--- config.mk ---
export PLATFORM = sky130hd
export DESIGN_NAME = rs_syndrome_gen
export DESIGN_NICKNAME = d
export VERILOG_FILES = /design/src/rtl/rs_syn_pkg.sv /design/src/rtl/rs_sym_packer.sv /design/src/rtl/rs_syn_lane.sv /design/src/rtl/rs_syndrome_gen.sv
export SDC_FILE = /design/constraint.sdc
export NUM_CORES = 1
export LEC_CHECK = 0
export BUFFER_PORTS_ARGS = -buffer_cell sky130_fd_sc_hd__buf_2
export CAP_MARGIN = 20
export CORE_MARGIN = 1
export CORE_UTILIZATION = 55
export DETAILED_ROUTE_END_ITERATION = 16
export HOLD_SLACK_MARGIN = 0.1
export PLACE_DENSITY = 0.79
export SLEW_MARGIN = 20
export SYNTH_ARGS = -nofsm -noshare
export SYNTH_HDL_FRONTEND = slang
export SYNTH_HIERARCHICAL = 1
export SYNTH_SLANG_ARGS = --single-unit
--- constraint.sdc ---
create_clock -name clk -period 3.15 [get_ports clk]
set_clock_uncertainty 0.05 [all_clocks]
set_input_delay 0.1575 -clock clk [delete_from_list [all_inputs] [get_ports clk]]
set_output_delay 0.1575 -clock clk [all_outputs]
set_load 0.01 [all_outputs]
--- src/rtl/rs_syn_pkg.sv ---
package rs_syn_pkg;
   localparam int SYM_W = 12;
   typedef logic [SYM_W-1:0] gf_t;

   typedef enum logic [2:0] {
      PK_FIRST, PK_HI, PK_MID, PK_LO, PK_FLUSH, PK_IDLE
   } pk_state_e;

   // multiply by alpha (x) modulo the field polynomial
   function automatic gf_t gf_xtime(gf_t a, logic [SYM_W:0] poly);
      gf_t sh;
      sh = gf_t'(a << 1);
      return a[SYM_W-1] ? (sh ^ poly[SYM_W-1:0]) : sh;
   endfunction

   // general product, MSB-first shift and add
   function automatic gf_t gf_mul(gf_t a, gf_t b, logic [SYM_W:0] poly);
      gf_t r;
      r = '0;
      for (int i = SYM_W - 1; i >= 0; i--) begin
         r = gf_xtime(r, poly);
         if (b[i]) r = r ^ a;
      end
      return r;
   endfunction

   // alpha^e, evaluated at elaboration for the fixed roots
   function automatic gf_t gf_alpha_pow(int unsigned e, logic [SYM_W:0] poly);
      gf_t r;
      r = gf_t'(1);
      for (int unsigned i = 0; i < e; i++) r = gf_xtime(r, poly);
      return r;
   endfunction
endpackage

--- src/rtl/rs_sym_packer.sv ---
module rs_sym_packer
   import rs_syn_pkg::*;
(
   input  logic       clk,
   input  logic       rst_n,
   input  logic       start_i,
   input  logic       valid_i,
   input  logic [7:0] byte_i,
   input  logic       last_i,
   output logic       sym_valid_o,
   output gf_t        sym_o,
   output logic       sym_last_o
);
   pk_state_e  state, eff, nxt;
   logic [7:0] hold, hold_nxt;

   always_comb begin
      eff         = start_i ? PK_FIRST : state;
      nxt         = eff;
      hold_nxt    = hold;
      sym_valid_o = 1'b0;
      sym_o       = '0;
      sym_last_o  = 1'b0;
      case (eff)
         PK_FIRST: if (valid_i) begin
            sym_valid_o = 1'b1;
            sym_o       = {4'h0, byte_i};
            if (last_i) begin sym_last_o = 1'b1; nxt = PK_IDLE; end
            else nxt = PK_HI;
         end
         PK_HI: if (valid_i) begin
            hold_nxt = byte_i;
            if (last_i) begin
               sym_valid_o = 1'b1;
               sym_o       = {byte_i, 4'h0};
               sym_last_o  = 1'b1;
               nxt         = PK_IDLE;
            end else nxt = PK_MID;
         end
         PK_MID: if (valid_i) begin
            sym_valid_o = 1'b1;
            sym_o       = {hold, byte_i[7:4]};
            hold_nxt    = {4'h0, byte_i[3:0]};
            nxt         = last_i ? PK_FLUSH : PK_LO;
         end
         PK_LO: if (valid_i) begin
            sym_valid_o = 1'b1;
            sym_o       = {hold[3:0], byte_i};
            if (last_i) begin sym_last_o = 1'b1; nxt = PK_IDLE; end
            else nxt = PK_HI;
         end
         PK_FLUSH: begin
            sym_valid_o = 1'b1;
            sym_o       = {hold[3:0], 8'h00};
            sym_last_o  = 1'b1;
            nxt         = PK_IDLE;
         end
         default: ;
      endcase
   end

   always_ff @(posedge clk or negedge rst_n) begin
      if (!rst_n) begin
         state <= PK_FIRST;
         hold  <= '0;
      end else begin
         state <= nxt;
         hold  <= hold_nxt;
      end
   end

   AST_FLUSH_FOLLOWS: assert property (@(posedge clk) disable iff (!rst_n)
      (valid_i && last_i && !start_i && state == PK_MID)
      |=> (start_i || (sym_valid_o && sym_last_o)));

   AST_IDLE_SILENT: assert property (@(posedge clk) disable iff (!rst_n)
      (state == PK_IDLE && !start_i) |-> !sym_valid_o);
endmodule

--- src/rtl/rs_syn_lane.sv ---
module rs_syn_lane
   import rs_syn_pkg::*;
#(
   parameter int unsigned       ROOT_EXP = 0,
   parameter logic [SYM_W:0]    GF_POLY  = 13'h1053
) (
   input  logic clk,
   input  logic rst_n,
   input  logic clr_i,
   input  logic en_i,
   input  gf_t  sym_i,
   output gf_t  syn_o
);
   localparam gf_t ROOT = gf_alpha_pow(ROOT_EXP, GF_POLY);

   gf_t acc, base, scaled;

   assign base  = clr_i ? '0 : acc;
   assign syn_o = acc;

   generate
      if (ROOT_EXP == 0) begin : g_unity
         assign scaled = base;
         AST_UNITY_PARITY: assert property (@(posedge clk) disable iff (!rst_n)
            (en_i && !clr_i) |=> (syn_o == ($past(syn_o) ^ $past(sym_i))));
      end else begin : g_scale
         assign scaled = gf_mul(base, ROOT, GF_POLY);
      end
   endgenerate

   always_ff @(posedge clk or negedge rst_n) begin
      if (!rst_n)      acc <= '0;
      else if (en_i)   acc <= scaled ^ sym_i;
      else if (clr_i)  acc <= '0;
   end

   AST_CLEAR_ZEROES: assert property (@(posedge clk) disable iff (!rst_n)
      (clr_i && !en_i) |=> (syn_o == '0));
endmodule

--- src/rtl/rs_syndrome_gen.sv ---
module rs_syndrome_gen
   import rs_syn_pkg::*;
#(
   parameter int unsigned    NUM_SYN    = 8,
   parameter int unsigned    FIRST_ROOT = 0,
   parameter logic [12:0]    GF_POLY    = 13'h1053,
   localparam int unsigned   NUM_WORDS  = NUM_SYN / 2
) (
   input  logic                      clk,
   input  logic                      rst_n,
   input  logic                      start_i,
   input  logic                      in_valid_i,
   input  logic [7:0]                in_byte_i,
   input  logic                      in_last_i,
   output logic [NUM_WORDS-1:0][31:0] syn_words_o,
   output logic                      done_o,
   output logic                      err_o
);
   generate
      if (NUM_SYN < 2 || (NUM_SYN % 2) != 0) begin : g_bad_count
         $error("NUM_SYN must be even and at least 2");
      end
      if (FIRST_ROOT + NUM_SYN > 4095) begin : g_bad_root
         $error("root exponents exceed the field order");
      end
      if (GF_POLY[12] != 1'b1 || GF_POLY[0] != 1'b1) begin : g_bad_poly
         $error("field polynomial must have degree 12 and a constant term");
      end
   endgenerate

   logic sym_valid, sym_last;
   gf_t  sym;
   gf_t  syn [NUM_SYN];
   logic done_q;

   rs_sym_packer u_packer (
      .clk         (clk),
      .rst_n       (rst_n),
      .start_i     (start_i),
      .valid_i     (in_valid_i),
      .byte_i      (in_byte_i),
      .last_i      (in_last_i),
      .sym_valid_o (sym_valid),
      .sym_o       (sym),
      .sym_last_o  (sym_last)
   );

   generate
      for (genvar j = 0; j < NUM_SYN; j++) begin : g_lane
         rs_syn_lane #(
            .ROOT_EXP (FIRST_ROOT + j),
            .GF_POLY  (GF_POLY)
         ) u_lane (
            .clk   (clk),
            .rst_n (rst_n),
            .clr_i (start_i),
            .en_i  (sym_valid),
            .sym_i (sym),
            .syn_o (syn[j])
         );
      end
      for (genvar k = 0; k < NUM_WORDS; k++) begin : g_word
         assign syn_words_o[k] = {4'h0, syn[2*k+1], 4'h0, syn[2*k]};
      end
   endgenerate

   always_ff @(posedge clk or negedge rst_n) begin
      if (!rst_n)                    done_q <= 1'b0;
      else if (sym_valid && sym_last) done_q <= 1'b1;
      else if (start_i)              done_q <= 1'b0;
   end

   always_comb begin
      err_o = 1'b0;
      for (int j = 0; j < NUM_SYN; j++) err_o = err_o | (|syn[j]);
      err_o = err_o & done_q;
   end

   assign done_o = done_q;

   AST_DONE_AFTER_LAST: assert property (@(posedge clk) disable iff (!rst_n)
      (sym_valid && sym_last) |=> done_o);

   AST_START_CLEARS_DONE: assert property (@(posedge clk) disable iff (!rst_n)
      (start_i && !(sym_valid && sym_last)) |=> !done_o);

   AST_RESULT_FROZEN: assert property (@(posedge clk) disable iff (!rst_n)
      (done_o && !start_i) |=> $stable(syn_words_o));
endmodule

# Word-level counts from Yosys, hierarchy flattened
# Cells that the tools add are included.
[totals]
register_bits = 108
in_bits = 13
output_inout_bits = 130
word_cells = 145
[classes]
eq_ne = 6
n_mux = 68
bitwise = 44
n_reduce_logical = 16
[ops]
columns = ["op", "n"]
rows = [
  ["$mux W12", 20],
  ["$mux W7", 28],
  ["$not A4 Y4", 28],
  ["$reduce_or A12 Y1", 8],
  ["$xor A12 B12 Y12", 8],
  ["$pmux W12 S5", 1],
  ["$mux W8", 3],
  ["$mux W3", 7],
  ["$pmux W8 S2", 1],
  ["$pmux W3 S4", 1],
  ["$or A1 B1 Y1", 7],
  ["$eq A3 B2 Y1 const B", 2],
  ["$reduce_or A3 Y1", 2],
  ["$mux W1", 5],
  ["$ne A2 B2 Y1 const B", 2],
  ["$reduce_bool A2 Y1", 2],
  ["$eq A3 B1 Y1 const B", 1],
  ["$eq A3 B3 Y1 const B", 1],
  ["$logic_not A3 Y1", 1],
  ["$pmux W1 S3", 1],
  ["$reduce_and A3 Y1", 1],
  ["$pmux W1 S2", 1],
  ["$reduce_or A2 Y1", 1],
  ["$and A1 B1 Y1", 1],
  ["$logic_and A1 B1 Y1", 1],
]

# Longest topological paths before layout
# Gate-level depths: netlist of the first run.
[depth]
depth_word = 17
depth_mapped = 9
mapped_depth_nobuf = 7

# By module
# The synthesis of the first run kept the hierarchy.
[by_module_without_submodules]
columns = ["module", "instances", "cells_per_inst", "area_each_um2", "seq_area_each_um2"]
rows = [
  ["rs_syn_lane (g_lane[6].u_lane)", 1, 103, 965.9, 300.3],
  ["rs_syn_lane (g_lane[7].u_lane)", 1, 88, 874.6, 300.3],
  ["rs_syn_lane (g_lane[5].u_lane)", 1, 92, 862.1, 300.3],
  ["rs_syn_lane (g_lane[4].u_lane)", 1, 88, 822.0, 300.3],
  ["rs_sym_packer", 1, 84, 803.3, 275.3],
  ["rs_syn_lane (g_lane[2].u_lane)", 1, 77, 769.5, 300.3],
  ["rs_syn_lane (g_lane[3].u_lane)", 1, 87, 769.5, 300.3],
  ["rs_syn_lane (g_lane[1].u_lane)", 1, 80, 739.5, 300.3],
  ["rs_syn_lane (g_lane[0].u_lane)", 1, 50, 588.1, 300.3],
  ["rs_syndrome_gen", 1, 70, 490.5, 25.0],
]

# Worst setup path before layout of the first run
# Ideal clock, no wire load.
[synth_timing]
kind = "register -> register"
start = "register u_packer.state[1]"
end = "register g_lane[5].u_lane.acc[8]"
setup_ps = 78
arrival_ps = 2627
required_time_ps = 3022
setup_slack_ps = 396
path_stages_with_launch = 8
n_path_buf = 2
period_less_slack_ps = 2754
path_cell_list = "dfrtp_1 -> buf_6 -> clkbuf_1 -> nor2_1 -> o32a_1 -> clkinv_1 -> o31ai_1 -> o2bb2ai_1"
[synth_via]
elab_chain_len = 5
word_cells_on_any_way = 11
cone_classes = "4 x eq/ne; 4 x mux; 1 x bitwise; 2 x reduce/logical"
[synth_lines]
columns = ["element", "line", "source"]
rows = [
  ["from (decl)", "rs_sym_packer.sv:14", "pk_state_e state, eff, nxt;"],
  ["from (signal assigned)", "rs_sym_packer.sv:67", "state <= nxt;"],
  ["$mux W3 (*)", "rs_sym_packer.sv:18", "eff = start_i ? PK_FIRST : state;"],
  ["$eq A3 B2 Y1 / $logic_not A3 Y1 (equally long branches)", "rs_sym_packer.sv:24", "case (eff)"],
  ["$reduce_or A3 Y1 (no line)", "--", ""],
  ["$pmux W1 S3 (*)", "rs_sym_packer.sv:24", ""],
  ["via sym_valid", "rs_syndrome_gen.sv:31", "logic sym_valid, sym_last;"],
  ["$mux W12 (*)", "rs_syn_lane.sv:33", "else if (en_i) acc <= scaled ^ sym_i;"],
  ["to (signal assigned)", "rs_syn_lane.sv:33", ""],
  ["to (decl)", "rs_syn_lane.sv:16", "gf_t acc, base, scaled;"],
]
# The timed path passes the listed nets; every way through them passes the cells marked *.
# A chain may end at the register's enable or synchronous reset.

# Worst setup path after layout of the first run
[layout_timing]
start = "register u_packer.state[1]"
end = "register g_lane[1].u_lane.acc[4]"
[layout_via]
elab_chain_len = 5
word_cells_on_any_way = 11
cone_classes = "4 x eq/ne; 4 x mux; 1 x bitwise; 2 x reduce/logical"
[layout_lines]
columns = ["element", "line", "source"]
rows = [
  ["$mux W3 (*)", "rs_sym_packer.sv:18", ""],
  ["$eq A3 B3 Y1 (tied with other cells)", "rs_sym_packer.sv:24", ""],
  ["$pmux W12 S5 (*)", "rs_sym_packer.sv:24", ""],
  ["via sym[4]", "rs_syndrome_gen.sv:32", "gf_t sym;"],
  ["$xor A12 B12 Y12 (*)", "rs_syn_lane.sv:33", ""],
  ["$mux W12 (*)", "rs_syn_lane.sv:33", ""],
  ["to (signal assigned)", "rs_syn_lane.sv:33", ""],
  ["to (decl)", "rs_syn_lane.sv:16", ""],
]
# Marked as above.

==> results of run 1 <==
==> metrics by stage <==
stage               hold WS [ns]  total power, mW  instances  setup WS [ns]
floorplan                 -0.188             3.62        850          0.396
global placement           0.276             4.18       1066          0.566
detailed placement         0.278             4.24       1066          0.468
CTS                        0.157             5.51       1093          0.429
global route               0.168             5.81       1093          0.195
finish                     0.180             5.52       1093          0.360
==> worst min path at each step <==
stage	end	slack, ns
6_report	u_packer/state[2]$_DFF_PN0_	0.18
5_1_grt	u_packer/state[2]$_DFF_PN0_	0.17
4_1_cts	u_packer/state[2]$_DFF_PN0_	0.16
3_5_place_dp	g_lane[5].u_lane/syn_o[1]$_DFF_PN0_	0.28
3_3_place_gp	g_lane[5].u_lane/syn_o[0]$_DFF_PN0_	0.28
2_1_floorplan	done_o$_DFFE_PN0P_	-0.19
==> flip-flops by register name, indices dropped and copies added, names as in the netlist <==
signal and cells:
done_o 1, g_lane.u_lane/syn_o 96, u_packer/state 3, u_packer/hold 8
==> what timing repair did <==
action,in CTS,in global routing
hold buffers,11,0
endpoints found under the setup margin,0,0
endpoints found under the hold margin,75,0
==> worst register-to-register path: stages, from the launching register on <==
cell and delay (ns):
dfrtp_1 0.59, xor2_2 0.26, o21ai_1 0.46, a221o_1 0.74, inv_1 0.17, a31oi_1 0.23, o32ai_1 0.12
==> Yosys cell counts, types with 7 or more instances <==
| cell type | number | area, µm² |
|---|---|---|
| buf_6 | 13 | 146 |
| o21bai_1 | 24 | 180 |
| and2_1 | 7 | 43.8 |
| nor2_1 | 18 | 67.6 |
| nand2_1 | 74 | 278 |
| buf_4 | 41 | 308 |
| xor2_1 | 27 | 236 |
| nand3_1 | 15 | 75.1 |
| clkbuf_1 | 24 | 90.1 |
| a21oi_1 | 37 | 185 |
| nor2b_2 | 8 | 70.1 |
| a221o_1 | 8 | 80.1 |
| a2bb2oi_1 | 20 | 175 |
| o21ai_0 | 25 | 125 |
| o21ai_1 | 11 | 55.1 |
| nand2b_1 | 11 | 68.8 |
| o31ai_1 | 10 | 75.1 |
| inv_1 | 31 | 116 |
| nor4_1 | 27 | 169 |
| xnor3_1 | 18 | 405 |
| a22o_1 | 8 | 70.1 |
| buf_2 | 14 | 70.1 |
| a22oi_1 | 21 | 158 |
| dfrtp_1 | 108 | 2700 |
| nor2b_1 | 34 | 213 |
| o211ai_1 | 32 | 240 |
| nor3_1 | 19 | 95.1 |
| xnor2_1 | 31 | 272 |
==> placed cells by master (no fill, tap or decap), types with 10 or more instances in the layout <==
master         netlist  routed
dfrtp_1            108     108
buf_2               14     108
nand2_1             74      74
a21oi_1             37      37
nor2b_1             34      34
conb_1               1      32
o211ai_1            32      32
inv_1               31      31
xnor2_1             31      31
nor4_1              27      27
xor2_1              27      27
buf_4               41      26
o21ai_0             25      25
o21bai_1            24      24
a22oi_1             21      21
a2bb2oi_1           20      20
nor3_1              19      19
nor2_1              18      18
xnor3_1             18      18
nand3_1             15      15
nand2b_1            11      11
o21ai_1             11      11
dlygate4sd3_1        0      11
o31ai_1             10      10
==> metal layers <==
metal	up-vias	part of all wire (%)
met5	-	0
met4	0	3.3
met3	48	7.7
met2	356	46
met1	3390	43
li1	3086	-
==> final cells by class <==
class | count | share of cell area (%)
timing repair buffer | 146 | 10.1
clock buffer | 10 | 2.78
inverter | 33 | 1.44
clock inverter | 6 | 1.02
sequential | 108 | 31.5
multi-input combinational | 614 | 50.6
tap | 176 | 2.56
==> where the power goes <==
part | total, mW | leakage (nW) | switching [mW] | internal [mW]
registers | 2.15 | 1.44 | 0.509 | 1.65
logic | 2.10 | 2.44 | 1.06 | 1.04
clock network | 1.26 | 0.151 | 0.541 | 0.718
==> cell families after synthesis <==
| family | after synthesis |
|---|---|
| AOI/OAI and AO/OA | 242 |
| xor gates and xnor gates | 79 |
| buffers and inverters | 128 |
| DFF | 108 |
| muxes | 9 |
| other | 1 |
| and+or+nand+nor | 252 |
==> qor.txt, run 1 <==
XOR/XNOR Fraction of Synth Area = 12.7%
R2R Path Start = u_packer/state[1]$_DFF_PN0_
Root Buffer = clkbuf_16
Simple-gate share of the synthesized area = 18.1%
Hold path start = in_last_i
Max-slew violations = 0
Multi-input gate area = 4350 µm²
WP buf/inv = 1
Site Rows = 42
TritonCTS Sinks = 108
Chip width = 120 µm
Fin Setup TNS = 0 ns
Reg-to-reg endpoint = g_lane[1].u_lane/syn_o[4]$_DFF_PN0_
Ys Warns = 6
Netlist Area Pre-Place = 7680 µm²
Hold WC Path Type = input pin to register
CTS tree = built
Status = completed
Critical path's slowest cell = a221o_1
Finished Core Util = 63.8%
Max incr delay on CP = 0.74 ns
Unique masters post-synth = 75
Starting Density = 57.1%
H-tree levels = 3
Synth Area in Compound Gates = 22.7%
Gr busiest metal = met2
Initial antenna violation count = 0
Port bufs = 110
Worst hold path depth = 2
Mux contribution to synthesized area = 1.43%
Clk slew on worst S/H paths = 0.07 ns
Startpoint types = register
Core area = 13500 µm²
Vias = 6880
Worst VDD drop = 0.000384 V
Mean number of vias per cell = 6.29
Die Area = 14400 µm²
Top Ports = 143
Met2 usage = 46.7%
Synthesized area per cell = 9.38 µm²
Critical Path End = g_lane[1].u_lane/syn_o[4]$_DFF_PN0_
Post-synth EDFFs = 0
Layout Area Growth over Synthesis = 11.8%
DRC viols = 0
Post-synth ARST share = 100%
Skew-Pair Late Insertion Delay = 0.36 ns
Die Span Y = 120 µm
Hold Vio Cnt, Final = 0
Register area = 2700 µm²
Slew @ Worst Pin = 0.902 ns
Top delay family on crit path = compound AO/OA/AOI/OAI gates
Largest net degree at the start of global routing = 86
Grt met3 use = 6.60%
Seq/Total Area, Yosys = 35.2%
Final #Nets = 925
Setup Buffers After CTS = 0
# diodes = 0
Fin crit share = 88.6%
Pwr Density = 642 nW/µm²
Routability Congestion = 0.826
Req. time, crit path = 3.29 ns
Dpl hpwl = 14600 µm
Clock buffer depth = 2
Largest family of logic cells by synthesized area = compound AO/OA/AOI/OAI gates
FF-to-FF setup slack = 0.36 ns
Leakage power = 4.03 nW
Max-Cap Viols = 0
Post-CTS sizing = 0
Num CTS Buffers = 9
Worst setup startpoint = u_packer/state[1]$_DFF_PN0_
First-pass GRT wire length = 34000 µm
CP Class = register to register
Total GRT Usage = 30.6%
GRT overflow = 0
FF-to-FF path depth = 6
Final min period = 2.79 ns
Endpoint type of the worst setup path = register
Crit path max fanout = 17
Filler cell count = 1125
Fin area = 8590 µm²
Seq cells post-synth = 108
Post-DP Area = 8150 µm²
RSZ-0062 raised after global routing = false
Vias in the first global route = 6326
Synth Flop Type = dfrtp_1
Fmax = 358 MHz
Layout cells sized above 1 = 19.5%
DR iter-0 viols = 687
Cells after Synth = 819
Adder-cell share of the synthesized area = 0%
WP data arrival = 2.93 ns
Final setup vio count = 0
Worst path cell trace = xor2_2 -> o21ai_1 -> a221o_1 -> inv_1 -> a31oi_1 -> o32ai_1
Final ANT Viol Nets = 0
WP depth = 6
Final wirelength = 21600 µm
Grt met1 use = 42.1%
Drt pass-1 iters = 5
Normalized max-slew margin = 39.9%
Routed WL per cell = 19.8 µm
(Power assumes the default switching activity.)
==> run 2, diff against run 1 <==
Settings changed: PLACE_DENSITY 0.79 to default, PLACE_DENSITY_LB_ADDON from default to 0.25.
==> run 2 against run 1 <==
Compared with the run above:
- clock power is essentially flat
- routed wire length shrank 4.1%
- non-clock buffer count shrank 1
- fmax grew 2.4%
- via count shrank 3.5%
- design area grew 0.19%
- utilization grew 0.12 points
- die area is the same
- critical endpoint is now g_lane[6].u_lane/syn_o[9]$_DFF_PN0_
- largest cell class unchanged
- largest power group unchanged
- highest routed layer unchanged
==> qor.txt, run 2 (same netlist as run 1, synthesis figures left out) <==
RSZ-0062 raised after global routing = false (unchanged)
Routed WL per cell = 19.0 µm (was 19.8 µm)
Hold Path Sink = u_packer/state[2]$_DFF_PN0_ (unchanged)
Post-CTS sizing = 0 (unchanged)
Layout cells sized above 1 = 19.3% (was 19.5%)
Die Area = 14400 µm² (unchanged)
Endpoint type of the worst setup path = register (unchanged)
Hold WC Path Type = input pin to register (unchanged)
Largest net degree at the start of global routing = 153 (was 86)
Top Ports = 143 (unchanged)
Filler cell count = 1152 (was 1125)
Fin area = 8600 µm² (was 8590 µm²)
Layout Area Growth over Synthesis = 12.0% (was 11.8%)
Psw = 2.08 mW (was 2.11 mW)
Fin Setup TNS = 0 ns (unchanged)
Setup Buffers After CTS = 0 (unchanged)
Routability Congestion = 0.831 (was 0.826)
CTS tree = built (unchanged)
Num CTS Buffers = 9 (unchanged)
Hold path start = in_last_i (unchanged)
Total GRT Usage = 29.6% (was 30.6%)
GRT overflow = 0 (unchanged)
Core area = 13500 µm² (unchanged)
FF-to-FF setup slack = 0.43 ns (was 0.36 ns)
Hold Vio Cnt, Final = 0 (unchanged)
DR iter-0 viols = 692 (was 687)
Slew @ Worst Pin = 0.883 ns (was 0.902 ns)
Final setup vio count = 0 (unchanged)
Internal power = 3.43 mW (was 3.41 mW)
R2R Path Start = u_packer/state[1]$_DFF_PN0_ (unchanged)
Sw Ratio = 37.7% (was 38.2%)
Drt pass-1 iters = 5 (unchanged)
Most frequent cells in the layout = dfrtp_1, buf_2, nand2_1 (unchanged)
Final wirelength = 20700 µm (was 21600 µm)
Normalized max-slew margin = 41.1% (was 39.9%)
Chip width = 120 µm (unchanged)
Fin crit share = 86.5% (was 88.6%)
WP data arrival = 2.89 ns (was 2.93 ns)
CP Class = register to register (unchanged)
Mean number of vias per cell = 6.09 (was 6.29)
Max-Cap Viols = 0 (unchanged)
Fmax = 367 MHz (was 358 MHz)
Startpoint types = register (unchanged)
Max-slew violations = 0 (unchanged)
Die Span Y = 120 µm (unchanged)
H-tree levels = 3 (unchanged)
Pwr Density = 640 nW/µm² (was 642 nW/µm²)
First-pass GRT wire length = 33100 µm (was 34000 µm)
Number of flip-flops in the largest register = 96 (unchanged)
Skew-Pair Late Insertion Delay = 0.36 ns (about the same)
Hold_buf cts = 11 (unchanged)
# diodes = 0 (unchanged)
Clk slew on worst S/H paths = 0.07 ns (about the same)
Worst hold path depth = 2 (unchanged)
Reg power frac = 39.1% (was 39.0%)
Clock share of power = 23.0% (was 22.8%)
Final #Nets = 924 (was 925)
Final ANT Viol Nets = 0 (unchanged)
Req. time, crit path = 3.31 ns (was 3.29 ns)
Leakage power = 4.04 nW (was 4.03 nW)
Reg-to-reg endpoint = g_lane[6].u_lane/syn_o[9]$_DFF_PN0_ (was g_lane[1].u_lane/syn_o[4]$_DFF_PN0_)
Port bufs = 110 (unchanged)
Logic pwr share = 37.9% (was 38.1%)
FF-to-FF path depth = 7 (was 6)
DRC viols = 0 (unchanged)
Worst VDD drop = 0.000377 V (was 0.000384 V)
Dpl hpwl = 13600 µm (was 14600 µm)
Crit path max fanout = 78 (was 17)
Clock buffer depth = 2 (unchanged)
Root Buffer = clkbuf_16 (unchanged)
Post-DP Area = 8170 µm² (was 8150 µm²)
Vias in the first global route = 5977 (was 6326)
Vias = 6642 (was 6880)
Final min period = 2.72 ns (was 2.79 ns)
TritonCTS Sinks = 108 (unchanged)
Site Rows = 42 (unchanged)
Status = completed (unchanged)
Initial antenna violation count = 0 (unchanged)
Starting Density = 57.1% (unchanged)
-- run 2: cell type report --
class	instances	area, µm²	area share (%)
multi-input cells	614	4350	50.5
flip-flops and latches	108	2700	31.4
repair buffers	145	883	10.3
clock buffers	11	253	2.94
well taps	176	220	2.56
inverters	33	124	1.44
clock inverters	4	72.6	0.843
-- run 2: critical path, cell delays in order, from the launching register on --
cell and delay [ns]:
dfrtp_1 0.70, nor2_1 0.11, nor2_1 0.11, o32a_2 0.54, buf_12 0.35, inv_1 0.29, o211ai_1 0.25, o311ai_0 0.15
-- run 2: worst max-delay path by stage --
stage                                     start                                   to  cells past startpoint
detailed placement  u_packer/state[1]$_DFF_PN0_  g_lane[6].u_lane/syn_o[9]$_DFF_PN0_                      7
global placement    u_packer/state[1]$_DFF_PN0_  g_lane[6].u_lane/syn_o[7]$_DFF_PN0_                      7
finish              u_packer/state[1]$_DFF_PN0_  g_lane[6].u_lane/syn_o[9]$_DFF_PN0_                      7
floorplan           u_packer/state[1]$_DFF_PN0_  g_lane[5].u_lane/syn_o[8]$_DFF_PN0_                      7
CTS                 u_packer/state[1]$_DFF_PN0_  g_lane[6].u_lane/syn_o[7]$_DFF_PN0_                      7
global route        u_packer/state[1]$_DFF_PN0_  g_lane[6].u_lane/syn_o[9]$_DFF_PN0_                      7
-- run 2: routing by layer --
layer  vias up  track usage [%]  part of all wire, %
met4         0             12.9                  3.3
met1      3223             43.5                   45
li1       3087                -                    -
met3        40             3.82                  6.5
met2       292             43.8                   45
met5         -                0                    0
-- run 2: per-stage QoR --
step	std cells	power (mW)	utilization [%]	hold slack [ns]	worst slack, ns
floorplan	850	3.62	-	-0.188	0.396
global placement	1065	4.19	60.7	0.272	0.590
detailed placement	1065	4.22	60.7	0.276	0.509
CTS	1091	5.50	64.0	0.164	0.512
global route	1091	5.81	64.0	0.194	0.218
finish	1091	5.51	64.0	0.179	0.425
-- run 2: power by group through the flow --
| stage | Sequential, mW | Clock [mW] | Combinational, mW |
|---|---|---|---|
| 6_report | 2.15 | 1.27 | 2.09 |
| 5_1_grt | 2.19 | 1.34 | 2.28 |
| 4_1_cts | 2.14 | 1.28 | 2.08 |
| 3_5_place_dp | 2.17 | 0 | 2.06 |
| 3_3_place_gp | 2.16 | 0 | 2.03 |
| 2_1_floorplan | 2.04 | 0 | 1.58 |
